$ cat src/rtl/mc_ctrl.sv
module mc_ctrl #(
  parameter logic [5:0] OP_REG   = 6'h00,
  parameter logic [5:0] OP_LOAD  = 6'h23,
  parameter logic [5:0] OP_STORE = 6'h2B,
  parameter logic [5:0] OP_BEQ   = 6'h04,
  parameter logic [5:0] OP_SLTI  = 6'h0A,
  parameter logic [5:0] FN_ADD   = 6'h20,
  parameter logic [5:0] FN_SUB   = 6'h22,
  parameter logic [5:0] FN_AND   = 6'h24,
  parameter logic [5:0] FN_OR    = 6'h25,
  parameter logic [5:0] FN_SLT   = 6'h2A,
  parameter logic [5:0] FN_SLL   = 6'h00,
  parameter logic [5:0] FN_JR    = 6'h08
) (
  input  logic       clk,
  input  logic       rst_n,
  input  logic [5:0] opcode,
  input  logic [5:0] funct,
  input  logic       zero,
  output logic       addr_sel,
  output logic       pc_wr,
  output logic [1:0] pc_src,
  output logic       tgt_wr,
  output logic       mem_rd,
  output logic       mem_wr,
  output logic       ir_wr,
  output logic       reg_wr,
  output logic       reg_dst,
  output logic       wb_src,
  output logic [1:0] alu_a_sel,
  output logic [1:0] alu_b_sel,
  output logic [2:0] alu_op
);

  localparam logic [1:0] A_PC = 2'd0, A_RS = 2'd1, A_RT = 2'd2;
  localparam logic [1:0] B_RT = 2'd0, B_FOUR = 2'd1, B_IMM = 2'd2, B_SHAMT = 2'd3;
  localparam logic [2:0] OP_ADD = 3'd0, OP_SUB = 3'd1, OP_AND = 3'd2,
                         OP_OR = 3'd3, OP_SLT = 3'd4, OP_SHL = 3'd5;
  localparam logic [1:0] PCS_ALU = 2'd0, PCS_TGT = 2'd1, PCS_RS = 2'd2;

  typedef enum logic [2:0] {S_FETCH, S_DECODE, S_EXEC, S_MEM, S_WB} state_t;
  state_t state, state_nx;

  logic is_reg, is_alu_r, is_sll, is_jr, is_ld, is_st, is_beq, is_slti;
  logic need_ex, need_mem, need_wb;
  logic [2:0] r_op;

  assign is_reg   = (opcode == OP_REG);
  assign is_alu_r = is_reg && (funct inside {FN_ADD, FN_SUB, FN_AND, FN_OR, FN_SLT});
  assign is_sll   = is_reg && (funct == FN_SLL);
  assign is_jr    = is_reg && (funct == FN_JR);
  assign is_ld    = (opcode == OP_LOAD);
  assign is_st    = (opcode == OP_STORE);
  assign is_beq   = (opcode == OP_BEQ);
  assign is_slti  = (opcode == OP_SLTI);

  assign need_ex  = is_ld | is_st | is_alu_r | is_sll | is_jr | is_slti | is_beq;
  assign need_mem = is_ld | is_st;
  assign need_wb  = is_ld | is_alu_r | is_sll | is_slti;

  always_comb begin
    unique case (funct)
      FN_SUB:  r_op = OP_SUB;
      FN_AND:  r_op = OP_AND;
      FN_OR:   r_op = OP_OR;
      FN_SLT:  r_op = OP_SLT;
      default: r_op = OP_ADD;
    endcase
  end

  always_ff @(posedge clk) begin
    if (!rst_n) state <= S_FETCH;
    else        state <= state_nx;
  end

  always_comb begin
    unique case (state)
      S_FETCH:  state_nx = S_DECODE;
      S_DECODE: state_nx = need_ex ? S_EXEC : S_FETCH;
      S_EXEC:   state_nx = need_mem ? S_MEM : (need_wb ? S_WB : S_FETCH);
      S_MEM:    state_nx = need_wb ? S_WB : S_FETCH;
      default:  state_nx = S_FETCH;
    endcase
  end

  always_comb begin
    addr_sel  = 1'b0;
    pc_wr     = 1'b0;
    pc_src    = PCS_ALU;
    tgt_wr    = 1'b0;
    mem_rd    = 1'b0;
    mem_wr    = 1'b0;
    ir_wr     = 1'b0;
    reg_wr    = 1'b0;
    reg_dst   = 1'b0;
    wb_src    = 1'b0;
    alu_a_sel = A_PC;
    alu_b_sel = B_RT;
    alu_op    = OP_ADD;
    unique case (state)
      S_FETCH: begin
        mem_rd    = 1'b1;
        ir_wr     = 1'b1;
        pc_wr     = 1'b1;
        alu_b_sel = B_FOUR;
      end
      S_DECODE: begin
        tgt_wr    = 1'b1;
        alu_b_sel = B_IMM;
      end
      S_EXEC: begin
        if (is_ld || is_st) begin
          alu_a_sel = A_RS;
          alu_b_sel = B_IMM;
        end else if (is_alu_r) begin
          alu_a_sel = A_RS;
          alu_op    = r_op;
        end else if (is_sll) begin
          alu_a_sel = A_RT;
          alu_b_sel = B_SHAMT;
          alu_op    = OP_SHL;
        end else if (is_slti) begin
          alu_a_sel = A_RS;
          alu_b_sel = B_IMM;
          alu_op    = OP_SLT;
        end else if (is_beq) begin
          alu_a_sel = A_RS;
          alu_op    = OP_SUB;
          pc_src    = PCS_TGT;
          pc_wr     = zero;
        end else if (is_jr) begin
          pc_src    = PCS_RS;
          pc_wr     = 1'b1;
        end
      end
      S_MEM: begin
        addr_sel = 1'b1;
        mem_rd   = is_ld;
        mem_wr   = is_st;
      end
      S_WB: begin
        reg_wr  = 1'b1;
        reg_dst = is_alu_r | is_sll;
        wb_src  = is_ld;
      end
      default: ;
    endcase
  end

  AST_DECODE_AFTER_FETCH: assert property (@(posedge clk) disable iff (!rst_n)
    ir_wr |=> (tgt_wr && !ir_wr && !pc_wr));
  AST_RD_WR_EXCLUSIVE: assert property (@(posedge clk) disable iff (!rst_n)
    !(mem_rd && mem_wr));
  AST_DATA_ADDR_FROM_ALU: assert property (@(posedge clk) disable iff (!rst_n)
    (mem_wr || (mem_rd && !ir_wr)) |-> (addr_sel && $past(alu_b_sel) == B_IMM));
  AST_TARGET_LOAD_AFTER_DECODE: assert property (@(posedge clk) disable iff (!rst_n)
    (pc_wr && pc_src == PCS_TGT) |-> ($past(tgt_wr) && zero));
  AST_STORE_SKIPS_WB: assert property (@(posedge clk) disable iff (!rst_n)
    mem_wr |=> (ir_wr && !reg_wr));
  AST_WB_AFTER_EXEC: assert property (@(posedge clk) disable iff (!rst_n)
    reg_wr |-> (!$past(ir_wr) && !$past(tgt_wr) && !$past(reg_wr)));

endmodule

$ cat config.mk
export PLATFORM = sky130hd
export DESIGN_NAME = mc_ctrl
export DESIGN_NICKNAME = d
export VERILOG_FILES = /design/src/rtl/mc_ctrl.sv
export SDC_FILE = /design/constraint.sdc
export NUM_CORES = 1
export LEC_CHECK = 0
export BUFFER_PORTS_ARGS = -buffer_cell sky130_fd_sc_hd__clkbuf_2
export CORE_AREA = 5 5 42 44
export DETAILED_ROUTE_END_ITERATION = 6
export DIE_AREA = 0 0 47 49
export PLACE_DENSITY = 0.78
export SLEW_MARGIN = 25
export SYNTH_ARGS = -nofsm -noshare
export SYNTH_HDL_FRONTEND = slang
export SYNTH_SLANG_ARGS = --single-unit
$ cat constraint.sdc
create_clock -name clk -period 4.78 [get_ports clk]
set_clock_uncertainty 0.15 [all_clocks]
set_input_delay 0.717 -clock clk [delete_from_list [all_inputs] [get_ports clk]]
set_output_delay 0.717 -clock clk [all_outputs]
set_load 0.005 [all_outputs]
### Word level (Yosys, flattened, before mapping)

Cells that the tools add are included.
W data, S select, Z words.

* input port bits: 15
* word-level logic and storage cells: 77
* bits in registers: 3
* output and inout bits: 18

* eq/ne operators: 14
* muxes and demuxes: 44
* bitwise gates (word level): 10
* reductions and logical operators: 8

Operators with widths (count)
* $eq A6 B6 Y1 const B: 7
* $mux W2: 16
* $pmux W3 S4: 2
* $mux W3: 7
* $mux W1: 16
* $eq A6 B4 Y1 const B: 2
* $logic_not A6 Y1: 2
* $or A1 B1 Y1: 10
* $eq A3 B2 Y1 const B: 2
* $eq A6 B3 Y1 const B: 1
* $pmux W2 S3: 1
* $reduce_bool A5 Y1: 1
* $pmux W1 S2: 2
* $eq A3 B1 Y1 const B: 1
* $eq A3 B3 Y1 const B: 1
* $logic_and A1 B1 Y1: 3
* $logic_not A3 Y1: 1
* $logic_or A1 B1 Y1: 1

### Logic depth before layout (Yosys ltp)

Gate-level depths: netlist of the first run.

* word-level depth: 10
* gate-level depth with buffers: 6
* mapped depth without buffers: 5

### Worst setup path before layout of the first run

OpenSTA, ideal clock, no wires.

* kind: input -> output
* from: input funct[1]
* to: output alu_b_sel[1]
* buffers on the path: 1
* cell stages on the path: 6
* slack: 2.090 ns
* arrival: 1.823 ns
* data required time: 3.913 ns
* cells stage by stage: buf_6 -> or4_1 -> o21ai_1 -> nand2_1 -> a21o_1 -> a21oi_2

* cells in the longest elaborated chain, start to end: 6
* elaborated cells between the ends (all ways): 13
* classes of those cells: eq/ne (5); mux (4); reduce/logical (4)

Ends and longest elaborated chain
* start: declaration: RTL line 18 `input logic [5:0] funct,`
* $eq A6 B6 Y1 / $logic_not A6 Y1 (equally long branches): RTL line 49, 50
* $reduce_bool A5 Y1 / $logic_and A1 B1 Y1 (equally long branches): RTL line 49, 50
* $logic_and A1 B1 Y1 / $mux W2 (equally long branches): RTL line 49, 118
* $mux W2 (*): RTL line 115 `end else if (is_alu_r) begin`
* $mux W2 (*): RTL line 112 `if (is_ld || is_st) begin`
* $pmux W2 S3 (*): RTL line 100 `unique case (state)`
* end: declaration: RTL line 31 `output logic [1:0] alu_b_sel,`

Every way passes the cells marked *; elsewhere a longest branch is shown, timed or not.

### Final worst setup path of the first run

* from: input funct[1]
* to: output alu_op[0]

* cells in the longest elaborated chain, start to end: 6
* elaborated cells between the ends (all ways): 14
* classes of those cells: eq/ne (5); mux (5); reduce/logical (4)

Ends and longest elaborated chain
* $eq A6 B6 Y1 (tied with other cells): RTL line 49 `assign is_alu_r = is_reg && (funct inside {FN_ADD, FN_SUB, FN_AND, FN_OR, FN_SLT});`
* $reduce_bool A5 Y1 / $logic_and A1 B1 Y1 (equally long branches): RTL line 49, 50
* $logic_and A1 B1 Y1 / $mux W3 (equally long branches): RTL line 49, 118
* $mux W3 (*): RTL line 115
* $mux W3 (*): RTL line 112
* $mux W3 (*): RTL line 100
* end: declaration: RTL line 32 `output logic [2:0] alu_op`

Marked as above.

==> results of run 1 <==
[worst max-delay path: stages]
cell and delay (ps):
clkbuf_2 170, mux2_4 330, nor4b_4 300, nand3_1 110, a21o_1 210, a21oi_2 140
clkbuf_2 130
[metrics by stage]
stage                      util  power [mW]
after floorplan               -      0.0454
after global placement    0.506      0.0601
after detailed placement  0.506      0.0608
after CTS                 0.525       0.109
after global routing      0.525       0.116
final                     0.525       0.106
[area by class of cell]
class,instances,share of cell area
Clock buffer,4,0.0357
Inverter,2,0.0102
Multi-Input combinational cell,73,0.628
Sequential cell,3,0.0816
Tap cell,16,0.0272
Timing Repair Buffer,32,0.218
[worst max path at each step]
stage,startpoint,end,slack [ps],cells past startpoint
final,funct[1],alu_op[0],1790,7
after global routing,funct[1],alu_op[1],1690,6
after CTS,funct[1],alu_op[0],1810,7
after detailed placement,funct[1],alu_op[0],1810,7
after global placement,funct[2],alu_b_sel[1],1820,7
after floorplan,funct[1],alu_b_sel[1],2090,6
[layout by cell type, fill, tap and decap left out, types with 2 or more instances in the layout]
cell      count
a21o_1        3
inv_1         2
clkbuf_2     32
nand3_1       5
nor2b_1       2
or3_1         2
nor2_1       11
a21oi_2       2
or2b_1        2
and2_1        2
clkbuf_4      3
nor4_1        3
nand2_1       9
nand4_1       2
and3_1        2
nor3_1        4
dfxtp_1       3
a21oi_1       3
[power groups by stage]
stage | logic (mW) | clock network [mW] | registers, mW
4_1_cts | 0.0332 | 0.0482 | 0.0273
6_report | 0.0331 | 0.0459 | 0.0275
5_1_grt | 0.0366 | 0.0517 | 0.0275
3_3_place_gp | 0.0324 | 0 | 0.0277
3_5_place_dp | 0.0331 | 0 | 0.0278
2_1_floorplan | 0.0182 | 0 | 0.0272
[per-layer routing]
metal	wire length, um	track usage
met5	0	0
met4	17	0.0507
met3	155	0.0406
met2	720	0.201
met1	758	0.203
[cell families (layout without fill, tap and decap cells)]
kind of cell,after synthesis,count (layout)
compound gates,18,18
buf+inv,5,38
flops,3,3
mux,1,1
simple gates,54,54
==> results.sh, run 1 <==
export IMPL_pwr_share_clk=0.431
export IMPL_reg2reg_slack_ps=3390
export IMPL_synthFlopType="dfxtp_1"
export IMPL_drt_wl_total_um=1650
export IMPL_leakage_nw=0.319
export IMPL_regToRegEndpoint="state[1]"
export IMPL_cts_setup_buffers=0
export IMPL_rsz0062_at_grt="false"
export IMPL_tns_ps=0
export IMPL_netlist_area_leader_share=0.107
export IMPL_worst_r2r_path_depth=3
export IMPL_syn2layout_area_growth_pct=31.0
export IMPL_muxShareOfSynthArea=0.0267
export IMPL_die_area_um2=2300
export IMPL_yosys_top_cells_area="dfxtp_1, nor2_1, nand2_1"
export IMPL_fp_dieW_um=47
export IMPL_cp_arrival_ps=2120
export IMPL_r2r_start="state[1]"
export IMPL_worstSetupStartpointType="input pin"
export IMPL_fin_crit_sh=0.626
export IMPL_final_layout_size_suffix_gt1_frac=0.404
export IMPL_cts_tree="yes"
export IMPL_sw_frac_of_total=0.315
export IMPL_synth_adder_area_share=0
export IMPL_finalMaxSlewViolations=0
export IMPL_finalInstanceArea_um2=736
export IMPL_netlist_instances=81
export IMPL_max_freq_mhz=334
export IMPL_cts_sinks=3
export IMPL_drc_errors=0
export IMPL_rows=14
export IMPL_p_comb_frac=0.311
export IMPL_critical_path_class="in -> out"
export IMPL_drv_cap=0
export IMPL_reg_top3="state: 3 flops"
export IMPL_setup_viol=0
export IMPL_grt_ovfl_total=0
export IMPL_min_to="state[0]"
export IMPL_io_buffers=32
export IMPL_peakVddDrop_mv=0.169
export IMPL_grt_max_degree=12
export IMPL_fin_nets=130
export IMPL_cts_made_buffers=3
export IMPL_antenna_found_initial=0
export IMPL_drt_iter0_markers=18
export IMPL_ctsResizeCount=0
export IMPL_yosys_cell_types_count=40
export IMPL_fin_crit_ps=2990
export IMPL_switchingPower_mw=0.0336
export IMPL_clock_tree_buffer_depth=2
export IMPL_synth_nets=96
export IMPL_ctsHoldBuffers=0
export IMPL_whs_ps=478
export IMPL_synth_top_area_cell="dfxtp_1"
export IMPL_required_ps=3910
export IMPL_ios=33
export IMPL_synth_area_um2=562
export IMPL_synth_edff_count=0
export IMPL_powerDensity_nw_per_um2=145
export IMPL_hold_viol_final=0
export IMPL_via_count=720
export IMPL_placed_cells=126
export IMPL_initial_core_util=0.401
export IMPL_min_path_cells=1
export IMPL_relSlewSlack=0.717
export IMPL_power_internal_mw=0.0729
export IMPL_synthArstFlopShare=0
export IMPL_coreArea_um2=1400
export IMPL_gp_congestion=0.899
export IMPL_clk_latency_ps=240
export IMPL_postSynthAreaPerCell_um2=6.94
export IMPL_synth_compound_area_frac=0.234
export IMPL_path_max_fanout=9
export IMPL_largest_register_ffs=3
export IMPL_die_y_um=49
export IMPL_synthXorXnorAreaFrac=0
export IMPL_regArea_um2=60.1
export IMPL_fin_cells=130
export IMPL_status="finished, final reports clean"
export IMPL_ys_ff_latch=3
export IMPL_grt_pass1_wl_um=2580
export IMPL_min_from="state[1]"
export IMPL_regMostFlops="state"
export IMPL_synth_top_family_by_area="simple AND/OR/NAND/NOR gates"
export IMPL_avgRoutedWirePerCell_um=12.7
export IMPL_root_buffer="clkbuf_4"
export IMPL_worst_slew_pin_slew_ps=423
export IMPL_yosys_area_share_simple=0.561
export IMPL_path_clk_slew_ps=40
export IMPL_post_drt_via_cell_ratio=5.54
export IMPL_yosys_warnings=0
export IMPL_placed_area_um2=709
export IMPL_hpwlAfterDp_um=1340
export IMPL_min_path_type="reg -> reg"
export IMPL_synthTopCellsByCount="nor2_1, nand2_1, nand3_1, nor3_1"
export IMPL_drtPass1Iterations=4
export IMPL_grt_pass1_vias=633
export IMPL_h_tree_depth=1
export IMPL_end_kind="primary output"
export IMPL_antenna_cells=0
export IMPL_power_frac_seq=0.258
export IMPL_nFillCells=148
export IMPL_detailedPlace_worstSlack_ps=1810
export IMPL_worst_slack_ps=1790
export IMPL_grt_usage=0.143
export IMPL_ant_nets=0
export IMPL_yosysMostFrequentCell="nor2_1"
export IMPL_synth_seq_area_share=0.107
export IMPL_multi_input_area_um2=462
Power figures use the tool's default switching activity.
==> inputs of run 2 (changes only) <==
--- a/config.mk
+++ b/config.mk
@@ -5,11 +5,12 @@
 export SDC_FILE = /design/constraint.sdc
 export NUM_CORES = 1
 export LEC_CHECK = 0
+export ABC_AREA = 1
 export BUFFER_PORTS_ARGS = -buffer_cell sky130_fd_sc_hd__clkbuf_2
-export CORE_AREA = 5 5 42 44
+export CORE_AREA = 5 5 43 45
 export DETAILED_ROUTE_END_ITERATION = 6
-export DIE_AREA = 0 0 47 49
-export PLACE_DENSITY = 0.78
+export DIE_AREA = 0 0 48 50
+export PLACE_DENSITY = 0.73
 export SLEW_MARGIN = 25
 export SYNTH_ARGS = -nofsm -noshare
 export SYNTH_HDL_FRONTEND = slang
==> constraint.sdc (replaced) <==
create_clock -name clk -period 3.1 [get_ports clk]
set_clock_uncertainty 0.15 [all_clocks]
set_input_delay 0.465 -clock clk [delete_from_list [all_inputs] [get_ports clk]]
set_output_delay 0.465 -clock clk [all_outputs]
set_load 0.005 [all_outputs]
==> results.sh, run 2 <==
export IMPL_worst_r2r_path_depth=7
export IMPL_synthFlopType="dfxtp_1"
export IMPL_cts_made_buffers=3
export IMPL_layout_commonest_cell="clkbuf_2"
export IMPL_leakage_nw=0.405
export IMPL_yosys_warnings=0
export IMPL_via_count=732
export IMPL_drt_wl_total_um=1590
export IMPL_yosys_top_cells_area="nor2_1, inv_1, dfxtp_1"
export IMPL_worst_slew_pin_slew_ps=281
export IMPL_status="finished, final reports clean"
export IMPL_path_clk_slew_ps=40
export IMPL_worstSetupStartpointType="input pin"
export IMPL_ant_nets=0
export IMPL_fin_crit_ps=2090
export IMPL_path_max_fanout=4
export IMPL_cts_setup_buffers=0
export IMPL_reg_top3="state: 3 flops"
export IMPL_end_kind="primary output"
export IMPL_grt_pass1_vias=656
export IMPL_avgRoutedWirePerCell_um=10.5
export IMPL_max_freq_mhz=478
export IMPL_fin_crit_sh=0.675
export IMPL_worst_slack_ps=1010
export IMPL_synth_top_area_cell="nor2_1"
export IMPL_ios=33
export IMPL_initial_core_util=0.375
export IMPL_regToRegEndpoint="state[2]"
export IMPL_finalMaxSlewViolations=0
export IMPL_yosysMostFrequentCell="nor2_1"
export IMPL_synth_nets=114
export IMPL_drtPass1Iterations=4
export IMPL_min_path_cells=3
export IMPL_layout_common_cells="clkbuf_2, nor2_1, inv_1"
export IMPL_yosys_cell_types_count=19
export IMPL_ys_ff_latch=3
export IMPL_grt_pass1_wl_um=2440
export IMPL_antenna_found_initial=0
export IMPL_synth_seq_area_share=0.112
export IMPL_rsz0062_at_grt="false"
export IMPL_die_area_um2=2400
export IMPL_largest_register_ffs=3
export IMPL_cts_sinks=3
export IMPL_reg2reg_slack_ps=1820
export IMPL_final_layout_size_suffix_gt1_frac=0.393
export IMPL_netlist_area_leader_share=0.160
export IMPL_synth_area_um2=538
export IMPL_root_buffer="clkbuf_4"
export IMPL_min_path_type="in -> reg"
export IMPL_powerDensity_nw_per_um2=212
export IMPL_clock_tree_buffer_depth=2
export IMPL_fin_nets=151
export IMPL_clk_latency_ps=230
export IMPL_critical_path_class="in -> out"
export IMPL_netlist_instances=99
export IMPL_min_to="state[0]"
export IMPL_fp_dieW_um=48
export IMPL_h_tree_depth=1
export IMPL_grt_usage=0.135
export IMPL_hpwlAfterDp_um=1390
export IMPL_die_y_um=50
export IMPL_syn2layout_area_growth_pct=38.4
export IMPL_finalInstanceArea_um2=744
export IMPL_detailedPlace_worstSlack_ps=1020
export IMPL_drv_cap=0
export IMPL_rows=14
export IMPL_ctsHoldBuffers=0
export IMPL_drc_errors=0
export IMPL_gp_congestion=0.857
export IMPL_gr_usage_met2=0.240
export IMPL_required_ps=2480
export IMPL_postSynthAreaPerCell_um2=5.43
export IMPL_top_usage_layer="met2"
export IMPL_met1_usage=0.148
export IMPL_placed_area_um2=718
export IMPL_cp_arrival_ps=1480
export IMPL_peakVddDrop_mv=0.264
export IMPL_io_buffers=32
export IMPL_post_drt_via_cell_ratio=4.85
export IMPL_cts_tree="yes"
export IMPL_min_from="rst_n"
export IMPL_setup_viol=0
export IMPL_grt_ovfl_total=0
export IMPL_regMostFlops="state"
export IMPL_grt_max_degree=10
export IMPL_synthArstFlopShare=0
export IMPL_coreArea_um2=1440
export IMPL_hold_viol_final=0
export IMPL_ctsResizeCount=0
export IMPL_drt_iter0_markers=16
export IMPL_antenna_cells=0
export IMPL_gr_usage_met3=0.0145
export IMPL_synth_edff_count=0
export IMPL_synthTopCellsByCount="nor2_1, inv_1, nand2_1, nand3_1, nor3_1"
export IMPL_r2r_start="state[2]"
export IMPL_tns_ps=0
export IMPL_relSlewSlack=0.811
[run 2: changes by cell type in the layout (fill, tap and decap cells not counted), moves of 4 or more]
cell and change:
inv_1 +16, nor2_1 +12, nand2_2 +4, nor2_2 +4
nor2_4 +4
[run 2: routing by layer]
metal,vias up,share of wire,wire [um]
li1,390,-,-
met3,2,0.065,103
met5,-,0,0
met2,22,0.53,850
met1,318,0.40,630
met4,0,0.0050,8
[run 2: stage by stage]
step           power (mW)   util  hold slack (ps)  std cells
2_1_floorplan      0.0670      -              403         99
3_3_place_gp       0.0896  0.500              458        147
3_5_place_dp       0.0912  0.500              454        147
4_1_cts             0.162  0.518              324        151
5_1_grt             0.172  0.518              329        151
6_report            0.158  0.518              332        151
[run 2: how the worst max path moves through the flow]
stage | start | end | slack (ps) | cells past startpoint
finish | opcode[1] | alu_a_sel[0] | 1010 | 7
global route | opcode[1] | alu_a_sel[0] | 960 | 7
CTS | opcode[1] | alu_a_sel[0] | 1020 | 7
detailed placement | opcode[1] | alu_a_sel[0] | 1020 | 7
global placement | opcode[5] | alu_a_sel[0] | 1010 | 7
floorplan | funct[5] | alu_op[2] | 1380 | 8
[run 2: cell type report]
class	count	area (um^2)
Fill cell	162	692
Sequential cell	3	60.1
Inverter	20	75.1
Timing Repair Buffer	32	160
Tap cell	16	20.0
Multi-Input combinational cell	76	403
Clock buffer	4	26.3
[run 2: cells by family after synthesis]
kind of cell / share of synthesized area
AO/OA/AOI/OAI: 0.0930
buffers and inverters: 0.140
flip-flops: 0.112
AND/OR/NAND/NOR: 0.656
[run 2: power breakdown]
part	leakage (nW)	internal (mW)	switching (mW)	total, mW
Clock	0.0150	0.0482	0.0192	0.0674
Sequential	0.0245	0.0400	0.000544	0.0405
Combinational	0.366	0.0196	0.0305	0.0502
Total	0.405	0.108	0.0503	0.158
[run 2: critical path: stages]
cell	delay, ps
clkbuf_2	110
nor2_2	130
nand2_2	90
nor3_2	230
nor2_1	100
a31oi_1	200
clkbuf_2	140
